==> config.mk <==
export PLATFORM = sky130hd
export DESIGN_NAME = scl_rate_gen
export DESIGN_NICKNAME = d
export VERILOG_FILES = /design/src/rtl/sclgen_pkg.sv /design/src/rtl/sclgen_prescaler.sv /design/src/rtl/sclgen_in_filter.sv /design/src/rtl/sclgen_phase_fsm.sv /design/src/rtl/scl_rate_gen.sv
export SDC_FILE = /design/constraint.sdc
export NUM_CORES = 1
export LEC_CHECK = 0
export ABC_AREA = 1
export CORE_ASPECT_RATIO = 0.7
export CORE_UTILIZATION = 45
export CTS_CLUSTER_DIAMETER = 60
export DETAILED_ROUTE_END_ITERATION = 16
export HOLD_SLACK_MARGIN = 0.12
export MAX_ROUTING_LAYER = met4
export PLACE_DENSITY = 0.75
export SETUP_SLACK_MARGIN = 0.2
export SYNTH_ARGS = -nofsm -noshare
export SYNTH_HDL_FRONTEND = slang
export SYNTH_HIERARCHICAL = 1
export SYNTH_SLANG_ARGS = --single-unit
==> constraint.sdc <==
create_clock -name clk -period 7.6 [get_ports clk]
set_input_delay 1.14 -clock clk [delete_from_list [all_inputs] [get_ports clk]]
set_output_delay 1.14 -clock clk [all_outputs]
set_load 0.005 [all_outputs]
==> src/rtl/sclgen_pkg.sv <==
package sclgen_pkg;

    localparam int SEL_W    = 3;
    localparam int CNT_W    = 5;
    localparam int REG_W    = 8;
    localparam int LEN_W    = CNT_W + 1;
    localparam int OVH_SEL0 = 4;
    localparam int OVH_SELN = 3;
    localparam int FILT_STAGES = 3;

    typedef enum logic [1:0] {
        PH_IDLE = 2'd0,
        PH_LOW  = 2'd1,
        PH_HIGH = 2'd2
    } phase_e;

    typedef struct packed {
        logic [SEL_W-1:0] sel;
        logic [CNT_W-1:0] low;
        logic [CNT_W-1:0] high;
    } rate_cfg_t;

    // internal clocks in one phase: effective count plus fixed overhead
    function automatic logic [LEN_W-1:0] phase_len(input logic [CNT_W-1:0] n,
                                                   input logic [SEL_W-1:0] sel);
        logic [LEN_W-1:0] base;
        base = (n == '0) ? LEN_W'(1) : LEN_W'(n);
        return base + ((sel == '0) ? LEN_W'(OVH_SEL0) : LEN_W'(OVH_SELN));
    endfunction

endpackage

==> src/rtl/sclgen_prescaler.sv <==
module sclgen_prescaler
    import sclgen_pkg::*;
#(
    parameter int SW = SEL_W
) (
    input  logic          clk,
    input  logic          rst,
    input  logic          clr,
    input  logic [SW-1:0] sel,
    output logic          ce
);
    localparam int DIV_W = (1 << SW) - 1;

    logic [DIV_W-1:0] div_q;
    logic [DIV_W-1:0] mask;
    logic             hit;

    assign mask = ~({DIV_W{1'b1}} << sel);
    assign hit  = (div_q == mask);
    assign ce   = !clr && hit;

    always_ff @(posedge clk) begin
        if (rst || clr || hit) begin
            div_q <= '0;
        end else begin
            div_q <= div_q + 1'b1;
        end
    end

    // a divided internal clock never fires on two adjacent reference cycles
    assert_ce_spacing_R2: assert property (@(posedge clk) disable iff (rst)
        (ce && (sel != '0)) |=> !ce);

endmodule

==> src/rtl/sclgen_in_filter.sv <==
module sclgen_in_filter
    import sclgen_pkg::*;
#(
    parameter int STAGES = FILT_STAGES
) (
    input  logic clk,
    input  logic rst,
    input  logic line_in,
    output logic level
);
    logic [STAGES-1:0] sh_q;
    logic              lvl_q;

    always_ff @(posedge clk) begin
        if (rst) begin
            sh_q  <= '1;
            lvl_q <= 1'b1;
        end else begin
            sh_q <= {sh_q[STAGES-2:0], line_in};
            if (sh_q[STAGES-1] == sh_q[STAGES-2]) begin
                lvl_q <= sh_q[STAGES-2];
            end
        end
    end

    assign level = lvl_q;

    // filtered level only moves to a value both late stages agreed on
    assert_filt_agree_R7: assert property (@(posedge clk) disable iff (rst)
        (lvl_q != $past(lvl_q)) |-> ($past(sh_q[STAGES-2]) == lvl_q &&
                                     $past(sh_q[STAGES-1]) == lvl_q));

endmodule

==> src/rtl/sclgen_phase_fsm.sv <==
module sclgen_phase_fsm
    import sclgen_pkg::*;
(
    input  logic             clk,
    input  logic             rst,
    input  logic             hold,
    input  logic             en,
    input  logic             ce,
    input  logic             filt,
    input  logic [LEN_W-1:0] low_len,
    input  logic [LEN_W-1:0] high_len,
    output logic             drive_low,
    output logic             fall_tick,
    output logic             rise_tick
);
    phase_e           st_q, st_d;
    logic [LEN_W-1:0] cnt_q, cnt_d;
    logic             drv_q, drv_d;
    logic             ft_d, rt_d;

    always_comb begin
        st_d  = st_q;
        cnt_d = cnt_q;
        drv_d = drv_q;
        ft_d  = 1'b0;
        rt_d  = 1'b0;
        if (ce) begin
            unique case (st_q)
                PH_IDLE: begin
                    if (en) begin
                        st_d  = PH_LOW;
                        cnt_d = LEN_W'(1);
                        drv_d = 1'b1;
                        ft_d  = 1'b1;
                    end
                end
                PH_LOW: begin
                    if (cnt_q == low_len) begin
                        st_d  = PH_HIGH;
                        cnt_d = '0;
                        drv_d = 1'b0;
                        rt_d  = 1'b1;
                    end else begin
                        cnt_d = cnt_q + 1'b1;
                    end
                end
                PH_HIGH: begin
                    if (filt) begin
                        if (cnt_q + 1'b1 == high_len) begin
                            if (en) begin
                                st_d  = PH_LOW;
                                cnt_d = LEN_W'(1);
                                drv_d = 1'b1;
                                ft_d  = 1'b1;
                            end else begin
                                st_d  = PH_IDLE;
                                cnt_d = '0;
                            end
                        end else begin
                            cnt_d = cnt_q + 1'b1;
                        end
                    end
                end
                default: begin
                    st_d  = PH_IDLE;
                    cnt_d = '0;
                    drv_d = 1'b0;
                end
            endcase
        end
    end

    always_ff @(posedge clk) begin
        if (rst || hold) begin
            st_q      <= PH_IDLE;
            cnt_q     <= '0;
            drv_q     <= 1'b0;
            fall_tick <= 1'b0;
            rise_tick <= 1'b0;
        end else begin
            st_q      <= st_d;
            cnt_q     <= cnt_d;
            drv_q     <= drv_d;
            fall_tick <= ft_d;
            rise_tick <= rt_d;
        end
    end

    assign drive_low = drv_q;

    // SCL drive moves only on internal clock enables
    assert_drive_on_ce_R2: assert property (@(posedge clk) disable iff (rst)
        (!ce && !hold) |=> $stable(drv_q));

    assert_fall_tick_R9: assert property (@(posedge clk) disable iff (rst)
        fall_tick |-> (drv_q && !$past(drv_q)));

    assert_rise_tick_R9: assert property (@(posedge clk) disable iff (rst)
        rise_tick |-> (!drv_q && $past(drv_q)));

    // a held-low line freezes the high phase
    assert_stretch_R8: assert property (@(posedge clk) disable iff (rst)
        (st_q == PH_HIGH && !filt && !hold) |=> (st_q == PH_HIGH));

    assert_low_bound_R3: assert property (@(posedge clk) disable iff (rst)
        (st_q == PH_LOW) |-> (cnt_q <= low_len && cnt_q != '0));

endmodule

==> src/rtl/scl_rate_gen.sv <==
module scl_rate_gen
    import sclgen_pkg::*;
(
    input  logic             clk,
    input  logic             rst,
    input  logic             cfg_hold,
    input  logic             run_en,
    input  logic [SEL_W-1:0] div_sel,
    input  logic [REG_W-1:0] low_count,
    input  logic [REG_W-1:0] high_count,
    input  logic             scl_sense,
    output logic             scl_pull_low,
    output logic             scl_fall_tick,
    output logic             scl_rise_tick
);
    rate_cfg_t        cfg_q;
    logic             ce;
    logic             scl_filt;
    logic [LEN_W-1:0] low_len;
    logic [LEN_W-1:0] high_len;
    logic             unused_upper_bits;

    assign unused_upper_bits = ^{low_count[REG_W-1:CNT_W], high_count[REG_W-1:CNT_W]};

    always_ff @(posedge clk) begin
        if (rst) begin
            cfg_q <= '0;
        end else if (cfg_hold) begin
            cfg_q <= '{sel: div_sel, low: low_count[CNT_W-1:0], high: high_count[CNT_W-1:0]};
        end
    end

    assign low_len  = phase_len(cfg_q.low, cfg_q.sel);
    assign high_len = phase_len(cfg_q.high, cfg_q.sel);

    sclgen_prescaler #(.SW(SEL_W)) u_presc (
        .clk (clk),
        .rst (rst),
        .clr (cfg_hold),
        .sel (cfg_q.sel),
        .ce  (ce)
    );

    sclgen_in_filter #(.STAGES(FILT_STAGES)) u_filt (
        .clk     (clk),
        .rst     (rst),
        .line_in (scl_sense),
        .level   (scl_filt)
    );

    sclgen_phase_fsm u_fsm (
        .clk       (clk),
        .rst       (rst),
        .hold      (cfg_hold),
        .en        (run_en),
        .ce        (ce),
        .filt      (scl_filt),
        .low_len   (low_len),
        .high_len  (high_len),
        .drive_low (scl_pull_low),
        .fall_tick (scl_fall_tick),
        .rise_tick (scl_rise_tick)
    );

    // settings stay frozen while the hold is released
    assert_cfg_frozen_R6: assert property (@(posedge clk) disable iff (rst)
        !cfg_hold |=> $stable(cfg_q));

endmodule

==> out/metrics.csv <==
stage,metric,value,unit
run_status,status,"complete, no violations",
timing,fin_setup_tns,0,ns
detailed_routing,dr.pass1.iters,4,
detailed_routing,routedWlPerCell,11.4,um
cts,clockBufferDepth,2,
yosys,synth_nets,383,
cts,path_clk_slew,0.07,ns
cts,clock_latency,0.29,ns
cts,post_cts_buffers,0,
cts,cts_resized,0,
die,die_y,62.4,um
job,drv_cap,0,
global_route,overflow,0,
die,row_count,21,
yosys,yosys-top-cells-area,"dfxtp_1 (30%), nand2_1 (17%), inv_1 (7.7%)",
global_route,grt_pass1_wl,8380,um
yosys,async_flop_share,0,
power_and_ir_drop,p_leak,1.16,nW
layout,diodes,0,
cts,cts-buffers-inserted,5,
yosys,synthCells,349,
yosys,synth_common_cells,"nand2_1 (105), inv_1 (48), dfxtp_1 (35), nand3_1 (29), nor2_1 (26)",
die,die_area,0.00551,mm^2
global_route,grt_max_degree,20,
cts,cts_sinks,35,
power_and_ir_drop,ir_drop,0.000109,V
critical_path,crit_start,cfg_q[12],
critical_path,cp.arrival,3.58,ns
yosys,synth_edf_count,0,
critical_path,critPathLaunchType,flop,
timing,slew_headroom,0.409,
timing,hold_viol_final,0,
place,io_buffers,20,
cts,clockRootBuffer,clkbuf_8,
timing,fin_crit_sh,0.445,
layout,area_growth,12.4,%
global_route,grtUsageTotal,0.198,
die,ios,27,
yosys,synth.distinct_cells,31,
timing,fin_skew,0.00173,ns
layout,fin_area,0.00264,mm^2
yosys,syn_area_per_cell,6.72,um^2
layout,fillCellCount,494,
timing,fmax,0.296,GHz
cts,cts_tree,yes,
detailed_routing,drcViolationCount,0,
place,place_area,0.00255,mm^2
yosys,ys_ff_latch,35,
critical_path,crit_fanout,12,
timing,fin_crit,3.38,ns
critical_path,r2r_start,cfg_q[12],
yosys,yosys_warnings,6,
cts,hold_buffers,0,
timing,setup_viol,0,
critical_path,cp.required,7.79,ns
detailed_routing,ant_nets,0,
yosys,synth_area,0.00234,mm^2
die,core-area,0.00489,mm^2
hold_path,hold_class,flop to flop,
timing,tightest_slew,0.884,ns
yosys,post-synth-top-count-cell,nand2_1,
yosys,synth_area_leader_cell,dfxtp_1,
detailed_routing,vias_per_cell,5.05,
layout,drive_gt1_frac,0.107,
layout,fin_nets,399,
power_and_ir_drop,power.density,162,mW/mm^2
detailed_routing,drt-total-wl,4950,um
detailed_routing,drt_iter0_drc,188,
die,initial_core_util,0.480,
yosys,yosysSeqAreaShare,0.299,
timing,report.final.slew_viol_count,0,
detailed_routing,vias,2196,
yosys,synth_flop_cell,dfxtp_1,
die,die_w,88.3,um
yosys,synth_top_cell_area_share,0.299,
critical_path,end_kind,flop,
global_route,grt_pass1_vias,1938,
critical_path,crit_type,flop to flop,
place,dp_hpwl,3790,um
global_route,antenna_found_initial,0,
place,gp_congestion,0.876,
timing,rsz0062_at_grt,false,
hold_path,hp-start,u_filt/sh_q[0],
cts,h-tree-depth,2,
[routing by layer]
layer / GRT usage / part of all wire
met5: - / 0
met3: 0.0476 / 0.054
met1: 0.279 / 0.51
met2: 0.284 / 0.42
met4: 0.0484 / 0.0083
[cells by family after synthesis]
family | count (synthesis) | share of synthesized area
DFF | 35 | 0.299
and+or+nand+nor | 198 | 0.389
xor gates and xnor gates | 13 | 0.0486
buffers and inverters | 63 | 0.117
adders and majority gates | 10 | 0.0598
AOI/OAI and AO/OA | 30 | 0.0864
[registers in the layout, summed over array words and instances (netlist names)]
| register | flops |
|---|---|
| cfg_q | 13 |
| u_presc/div_q | 7 |
| u_fsm/cnt_q | 6 |
| u_filt/sh_q | 3 |
| u_fsm/st_q | 2 |
| u_filt/level | 1 |
| u_fsm/drive_low | 1 |
| u_fsm/fall_tick | 1 |
| u_fsm/rise_tick | 1 |
[layout by cell type (no fill, tap or decap), types with 3 or more instances in the layout]
cell and instances:
nand2_1 105, inv_1 48, dfxtp_1 35, nand3_1 29, nor2_1 26, clkdlybuf4s50_1 20, nand4_1 15, a21oi_1 12
a21oi_2 11, xor2_1 9, ha_1 8, nand2_2 6, clkbuf_8 5, nand3_2 5, xnor2_1 4, o21bai_1 3
inv_2 3
[path summary, 6_finish.rpt]
kind | end | slack [ns] | cells after the start
setup / recovery | u_fsm/cnt_q[0] | 4.22 | 15
hold / removal | u_filt/sh_q[1] | 0.41 | 1
setup reg to reg | u_fsm/cnt_q[0] | 4.22 | 15
hold reg to reg | u_filt/sh_q[1] | 0.41 | 1
[critical path, stage by stage, from the launching register on]
cell	delay (ns)
dfxtp_1	0.46
nor3_1	0.67
inv_1	0.29
ha_1	0.34
inv_1	0.09
fa_1	0.41
inv_1	0.08
xor2_1	0.06
nor2_1	0.11
nand4_1	0.20
nand2_1	0.21
nand2_2	0.13
nand3_1	0.08
nand3_1	0.07
nand2_1	0.06
inv_1	0.04
[layout make-up]
cell class / instances / area (um^2) / share of cell area
inverter: 52 / 195 / 0.0740
clock inverter: 2 / 12.5 / 0.00475
timing repair buffer: 20 / 200 / 0.0759
sequential: 35 / 701 / 0.266
multi-input combinational: 251 / 1370 / 0.519
clock buffer: 6 / 72.6 / 0.0275
tap: 69 / 86.3 / 0.0327
[stage by stage]
stage	utilization	hold slack, ns	setup slack [ns]	cells	total power, mW
2_1_floorplan	-	0.385	4.88	349	0.272
3_3_place_gp	0.522	0.387	4.30	427	0.293
3_5_place_dp	0.522	0.397	4.20	427	0.296
4_1_cts	0.539	0.422	4.19	435	0.432
5_1_grt	0.539	0.439	3.85	435	0.454
6_report	0.539	0.412	4.22	435	0.427
[report_power, final]
| group | switching [mW] | leakage, nW | internal, mW |
|---|---|---|---|
| Combinational | 0.0549 | 0.830 | 0.0394 |
| Clock | 0.0715 | 0.0412 | 0.0641 |
| Sequential | 0.00808 | 0.285 | 0.189 |
No activity file was read; power rests on OpenSTA's default activity.
